==> config.mk <==
export PLATFORM = sky130hd
export DESIGN_NAME = gated_timer
export DESIGN_NICKNAME = d
export VERILOG_FILES = /design/src/rtl/gated_timer.sv
export SDC_FILE = /design/constraint.sdc
export NUM_CORES = 1
export LEC_CHECK = 0
export ABC_AREA = 1
export BUFFER_PORTS_ARGS = -buffer_cell sky130_fd_sc_hd__buf_4
export CORE_ASPECT_RATIO = 0.75
export CORE_MARGIN = 4
export CORE_UTILIZATION = 35
export CTS_CLUSTER_SIZE = 8
export DETAILED_ROUTE_END_ITERATION = 16
export PLACE_DENSITY = 0.61
export SLEW_MARGIN = 20
export SYNTH_ARGS = -nofsm -noshare
export SYNTH_HDL_FRONTEND = slang
export SYNTH_SLANG_ARGS = --single-unit
==> constraint.sdc <==
create_clock -name clk -period 1.52 [get_ports clk]
set_clock_uncertainty 0.15 [all_clocks]
set_input_delay 0.152 -clock clk [delete_from_list [all_inputs] [get_ports clk]]
set_output_delay 0.152 -clock clk [all_outputs]
set_load 0.005 [all_outputs]
==> src/rtl/gated_timer.sv <==
module gated_timer (
  input  logic       clk,
  input  logic       rst_n,
  input  logic       tick_i,
  input  logic       cnt_pin_i,
  input  logic       gate_pin_i,
  input  logic       wr_en_i,
  input  logic [1:0] wr_addr_i,
  input  logic [7:0] wr_data_i,
  input  logic [1:0] rd_addr_i,
  output logic [7:0] rd_data_o,
  output logic       irq_o
);
  logic [7:0]  lo_q, hi_q;
  logic [6:0]  ctl_q;
  logic        ovf_q;
  logic [2:0]  pin_sr;
  logic [1:0]  gate_sr;
  logic [13:0] sum13;
  logic [16:0] sum16;
  logic        wr_lo, wr_hi, wr_ctl, fall, gate_ok, pulse, step, wrap;

  wire run  = ctl_q[0];
  wire gen  = ctl_q[1];
  wire pol  = ctl_q[2];
  wire pinm = ctl_q[3];
  wire fast = ctl_q[4];
  wire wide = ctl_q[5];
  wire ien  = ctl_q[6];

  assign wr_lo   = wr_en_i && wr_addr_i == 2'd0;
  assign wr_hi   = wr_en_i && wr_addr_i == 2'd1;
  assign wr_ctl  = wr_en_i && wr_addr_i == 2'd2;
  assign fall    = pin_sr[2] & ~pin_sr[1];
  assign gate_ok = ~gen | (gate_sr[1] ^ pol);
  assign pulse   = pinm ? fall : (fast | tick_i);
  assign step    = run & gate_ok & pulse & ~wr_lo & ~wr_hi;
  assign sum13   = {1'b0, hi_q, lo_q[4:0]} + 14'd1;
  assign sum16   = {1'b0, hi_q, lo_q} + 17'd1;
  assign wrap    = step & (wide ? sum16[16] : sum13[13]);

  always_ff @(posedge clk or negedge rst_n) begin
    if (!rst_n) begin
      pin_sr  <= '0;
      gate_sr <= '0;
    end else begin
      pin_sr  <= {pin_sr[1:0], cnt_pin_i};
      gate_sr <= {gate_sr[0], gate_pin_i};
    end
  end

  always_ff @(posedge clk or negedge rst_n) begin
    if (!rst_n) begin
      lo_q  <= '0;
      hi_q  <= '0;
      ctl_q <= '0;
      ovf_q <= 1'b0;
    end else begin
      if (step) begin
        if (wide) {hi_q, lo_q} <= sum16[15:0];
        else      {hi_q, lo_q[4:0]} <= sum13[12:0];
      end
      if (wr_lo) lo_q <= wr_data_i;
      if (wr_hi) hi_q <= wr_data_i;
      if (wr_ctl) begin
        ctl_q <= wr_data_i[6:0];
        ovf_q <= (ovf_q & wr_data_i[7]) | wrap;
      end else begin
        ovf_q <= ovf_q | wrap;
      end
    end
  end

  always_comb begin
    case (rd_addr_i)
      2'd0:    rd_data_o = wide ? lo_q : {3'b000, lo_q[4:0]};
      2'd1:    rd_data_o = hi_q;
      2'd2:    rd_data_o = {ovf_q, ctl_q};
      default: rd_data_o = 8'h00;
    endcase
  end

  assign irq_o = ovf_q & ien;

  AST_RUN_HOLD: assert property (@(posedge clk) disable iff (!rst_n)
    (!run && !wr_lo && !wr_hi) |=> $stable({hi_q, lo_q}));
  AST_WRITE_WINS: assert property (@(posedge clk) disable iff (!rst_n)
    wr_lo |=> lo_q == $past(wr_data_i));
  AST_WRAP_ZERO: assert property (@(posedge clk) disable iff (!rst_n)
    $rose(ovf_q) |-> ($past(wide) ? ({hi_q, lo_q} == 16'h0) : ({hi_q, lo_q[4:0]} == 13'h0)));
  AST_UPPER_FROZEN: assert property (@(posedge clk) disable iff (!rst_n)
    (!wide && !wr_lo) |=> lo_q[7:5] == $past(lo_q[7:5]));
  AST_OVF_STICKY: assert property (@(posedge clk) disable iff (!rst_n)
    (ovf_q && !(wr_ctl && !wr_data_i[7])) |=> ovf_q);
endmodule

After elaboration in Yosys (flattened, before gate mapping)
Index checks and enable logic that the tools add are counted.
Storage, ports and cells
  bits in registers: 29
  bits in latches: 0
  RAM bits: 0
  ROM bits: 0
  output and inout port bits: 9
  memories kept: 0
Operators by class
  add/sub/neg operators: 2
  multiply operators: 0
  divide/modulo/power cells: 0
  $lt $le $gt $ge: 0
  eq/ne operators: 4
  shifts and indexed selects: 0
  muxes and demuxes: 12
  bitwise gates (word level): 17
  reduce and logical (&&, ||, !) cells: 9
Operators by type and width (count)
  8-bit two-way mux: 6
  8-bit case mux with 3 select lines: 1
  16-bit by 1-bit adder with 17-bit output, second input constant: 1
  13-bit by 1-bit adder with 14-bit output, second input constant: 1
  1-bit AND: 8
  2-bit nonzero test: 3
  5-bit two-way mux: 1
  2-bit by 1-bit equality test with 1-bit output, second input constant: 2
  2-bit equality test, second input constant: 2
  2-bit logical NOT: 2
  1-bit NOT: 4
  1-bit bitwise OR: 4
  1-bit logical AND: 3
  1-bit two-way mux: 3
  3-bit two-way mux: 1
  2-bit AND reduction: 1
  1-bit bitwise XOR: 1

Logic depth before layout (Yosys ltp)
  depth in word-level cells: 9
  mapped depth: 10
  mapped depth without buffers: 10

Least setup slack after synthesis
No wires, ideal clock.
  kind: reg-to-reg
  start: reg lo_q[1]
  end: reg hi_q[4]
  setup time: 0.117 ns
  data arrival time: 1.175 ns
  setup slack: 0.078 ns
  stages on the path, launching flop included: 9
  buffers on the path: 0
  cells stage by stage: dfrtp_1 ha_1 nand2_2 nor2_4 nand2_2 o21ai_2 nand3_1 nand3_1 nand2_1
Between the ends
  longest elaborated chain between the ends: 4
Ends and longest elaborated chain
  from (decl): RTL line 14  | logic [7:0] lo_q, hi_q;
  from (signal assigned): RTL line 60  | if (wide) {hi_q, lo_q} <= sum16[15:0];
  from (signal assigned): RTL line 61  | else {hi_q, lo_q[4:0]} <= sum13[12:0];
  from (signal assigned): RTL line 63  | if (wr_lo) lo_q <= wr_data_i;
  16-bit by 1-bit adder with 17-bit output / 13-bit by 1-bit adder with 14-bit output (equally long branches): RTL line 39, 38
  8-bit two-way mux (*): RTL line 60
  8-bit two-way mux (*): RTL line 59  | if (step) begin
  8-bit two-way mux (*): RTL line 64  | if (wr_hi) hi_q <= wr_data_i;
  to (signal assigned): RTL line 60
  to (signal assigned): RTL line 61
  to (signal assigned): RTL line 64
  to (decl): RTL line 14
Mark *: on every way between the ends. The rest lies on a longest branch, timed or not. The select of a mux whose other input is x is not followed.
A chain may end at the register's enable or synchronous reset.

Worst setup path in the final report
  start: reg lo_q[0]
  end: reg lo_q[6]
Between the ends
  longest elaborated chain between the ends: 4
Ends and longest elaborated chain
  16-bit by 1-bit adder with 17-bit output: RTL line 39  | assign sum16 = {1'b0, hi_q, lo_q} + 17'd1;
  3-bit two-way mux: RTL line 60
  8-bit two-way mux: RTL line 59
  8-bit two-way mux: RTL line 63
No other way between the ends. The select of a mux whose other input is x is not followed.

==> results.json <==
{
  "cp-start-kind": "flip-flop",
  "crit_path_cell_trace": "ha_2 > nand2_2 > buf_4 > o21bai_1 > nand3_1 > nand2_1 > nand3_1 > nand2_1",
  "maxCapViolCount": 0,
  "tightest_slew_ns": 0.3913,
  "die_h_um": 72.99,
  "io_pins": 27,
  "critical-path-top-delay-family": "simple AND/OR/NAND/NOR gates",
  "portBuffers": 26,
  "drt-initial-drc-count": 162,
  "clk_pin_slew_ns": 0.07,
  "via_per_inst": 5.018,
  "place_ws_ns": -0.05355,
  "cp_max_fo": 3,
  "rsz0062_at_grt": "yes",
  "clockRootBuffer": "clkbuf_8",
  "synth-edff-count": 0,
  "yosysTopAreaCellShare": 0.3683,
  "placed_cells": 407,
  "swShare": 0.4163,
  "vdd_drop_max_mv": 0.4554,
  "yosys-top-cells-count": "nand2_1, nand3_1, inv_1",
  "yosys_warnings": 0,
  "clockPowerShare": 0.175,
  "ys_seq_area_frac": 0.3683,
  "ys.flop_type": "dfrtp_1",
  "grtUsageTotal": 0.2016,
  "dieWidth_um": 94.65,
  "p_total_uw": 3661,
  "dp_hpwl_um": 4886,
  "drive_above_1_share": 0.3388,
  "end_kind": "flip-flop",
  "dpl_cell_area_um2": 2397,
  "fp.dieArea_um2": 6908,
  "start_util": 0.3642,
  "p_leak_uw": 0.001418,
  "slew_headroom": 0.7391,
  "p_sw_uw": 1524,
  "first_pass_iters": 4,
  "syn2layout_area_growth_pct": 44.95,
  "pwr-share-seq": 0.333,
  "worst-setup-path-type": "reg -> reg",
  "path_buf_inv": 1,
  "cp_slowest_cell": "dfrtp_1",
  "arrival_ns": 1.61,
  "status": "finished, violations left",
  "vias": 2198,
  "nets": 381,
  "clock.fmax_ghz": 0.6510,
  "drt-total-wl_um": 6801,
  "stdcell_area_um2": 2856,
  "syn-num-nets": 310,
  "synth_seq_cells": 29,
  "ant_nets": 0,
  "violations": "negative setup slack",
  "fin_util": 0.5280,
  "report.final.hold_viol_count": 0,
  "synth_top_cell_by_area": "dfrtp_1",
  "gr-total-overflow": 0,
  "synth_cells": 291,
  "cts_buffer_depth": 2,
  "synthTopCellsByArea": "dfrtp_1, nand2_1, nand3_1",
  "fp.coreArea_um2": 5410,
  "finalSetupViolCount": 3,
  "grt_pass1_wl_um": 10490,
  "worst_ep_required_time_ns": 1.59,
  "clock_sinks": 29,
  "antenna_found_initial": 0,
  "p_comb_frac": 0.491,
  "hp-class": "in -> reg",
  "netlist_area_um2": 1971,
  "ys_async_sr_fraction": 1.000,
  "synth_most_common_cell": "nand2_1",
  "fin_cells": 438,
  "critPathMaxStageDelay_ns": 0.38,
  "clk_latency_ns": 0.29,
  "drt-wirelength-per-cell_um": 15.53,
  "first_global_vias": 2033,
  "rows": 23,
  "setup_slack_ns": -0.01621,
  "period_share": 1.011,
  "yosys.cell_types.count": 31,
  "cts_tree": "done",
  "gp_congestion": 0.9643,
  "syn_avg_cell_area_um2": 6.772,
  "fin_crit_ns": 1.536,
  "n_antenna_cell": 0,
  "p_int_uw": 2137,
  "ctsHtreeMaxLevel": 2,
  "cts_buffers": 5,
  "p_per_area_nw_per_um2": 1282,
  "drc": 0,
  "grt_max_degree": 30,
  "drv_slew": 0
}
-- power by group through the flow --
| stage | registers, µW | logic, µW | clock network [µW] |
|---|---|---|---|
| final | 1220 | 1800 | 642 |
| after global routing | 1250 | 1980 | 685 |
| after CTS | 1190 | 1580 | 644 |
| after detailed placement | 1240 | 1350 | 0 |
| after global placement | 1240 | 1330 | 0 |
| after floorplan | 1190 | 778 | 0 |
-- registers in the layout (all words and copies together) (netlist names) --
name	flops
hi_q	8
lo_q	8
ctl_q	7
pin_sr	3
gate_sr	2
ovf_q	1
-- per-stage QoR --
step | setup TNS, ns | hold WS (ns)
2_1_floorplan | 0 | -0.2936
3_3_place_gp | -0.01199 | -0.04513
5_1_grt | -1.206 | 0.01919
3_5_place_dp | -0.2225 | -0.04704
6_report | -0.01773 | 0.01201
4_1_cts | 0 | 0.01593
-- placed cells by master (no fill, tap or decap), types with 2 or more instances in the layout --
cell	Yosys	final
inv_4	0	2
nand3_4	1	2
o221ai_2	0	2
nand3_1	48	36
o21ai_1	3	6
nand3_2	2	13
dlygate4sd3_1	0	6
nor2_2	1	2
nand2_4	2	3
buf_4	1	53
nand4_1	2	2
inv_2	4	6
inv_1	36	32
a21oi_1	3	2
nand2_2	5	9
or2_1	2	2
clkbuf_8	0	5
dfrtp_1	29	27
o211ai_1	5	5
nand2_1	99	94
dfrtp_2	0	2
clkinv_2	0	2
o21bai_1	2	2
o21ai_0	12	9
nor2_1	14	12
buf_12	0	2
buf_6	0	7
nor2_4	4	5
-- area by class of cell --
class | count | area, µm²
clock inverters | 3 | 17.52
clock buffers | 5 | 68.82
flip-flops and latches | 29 | 728.2
fillers | 540 | 2554
repair buffers | 68 | 576.8
well taps | 75 | 93.84
multi-input cells | 218 | 1216
inverters | 40 | 155.1
-- tightest hold or removal path, stage by stage --
cell,delay (ns)
buf_4,0.11
nor2_1,0.04
a21oi_1,0.11
-- logic make-up (layout without fill, tap and decap cells) --
| group | Yosys count | after routing | synth area share |
|---|---|---|---|
| muxes | 1 | 1 | 0.005714 |
| buffers and inverters | 45 | 116 | 0.08889 |
| DFF | 29 | 29 | 0.3683 |
| adders and majority gates | 1 | 1 | 0.006348 |
| and+or+nand+nor | 185 | 186 | 0.4375 |
| AOI/OAI and AO/OA | 30 | 30 | 0.09334 |
-- repair_timing --
item                       CTS  global route
pin swaps                   10            14
buffers inserted             9             7
hold endpoints to repair    34             0
hold buffers                 6             0
cloned                       0             1
resized for setup           15            33
setup endpoints to repair   16            25
-- routing by layer --
layer | track usage | up-vias | share of wire
met1 | 0.3006 | 1022 | 0.48
met4 | 0.06560 | 0 | 0.020
li1 | - | 1084 | -
met2 | 0.2695 | 79 | 0.41
met5 | 0 | - | 0
met3 | 0.06804 | 13 | 0.090
-- worst paths after layout --
| path | start | to | slack, ns | cells after the start |
|---|---|---|---|---|
| worst max-delay path | lo_q[0]$_DFFE_PN0P_ | lo_q[6]$_DFFE_PN0P_ | -0.02 | 8 |
| worst min-delay path | wr_data_i[5] | ctl_q[5]$_DFFE_PN0N_ | 0.01 | 3 |
| worst max register to register | lo_q[0]$_DFFE_PN0P_ | lo_q[6]$_DFFE_PN0P_ | -0.02 | 8 |
| worst min register to register | pin_sr[0]$_DFF_PN0_ | pin_sr[1]$_DFF_PN0_ | 0.23 | 0 |
| max in group asynchronous | rst_n | lo_q[4]$_DFFE_PN0P_ | 0.72 | 2 |
| min in group asynchronous | rst_n | pin_sr[0]$_DFF_PN0_ | 0.18 | 2 |
No activity file was read; power rests on OpenSTA's default activity.
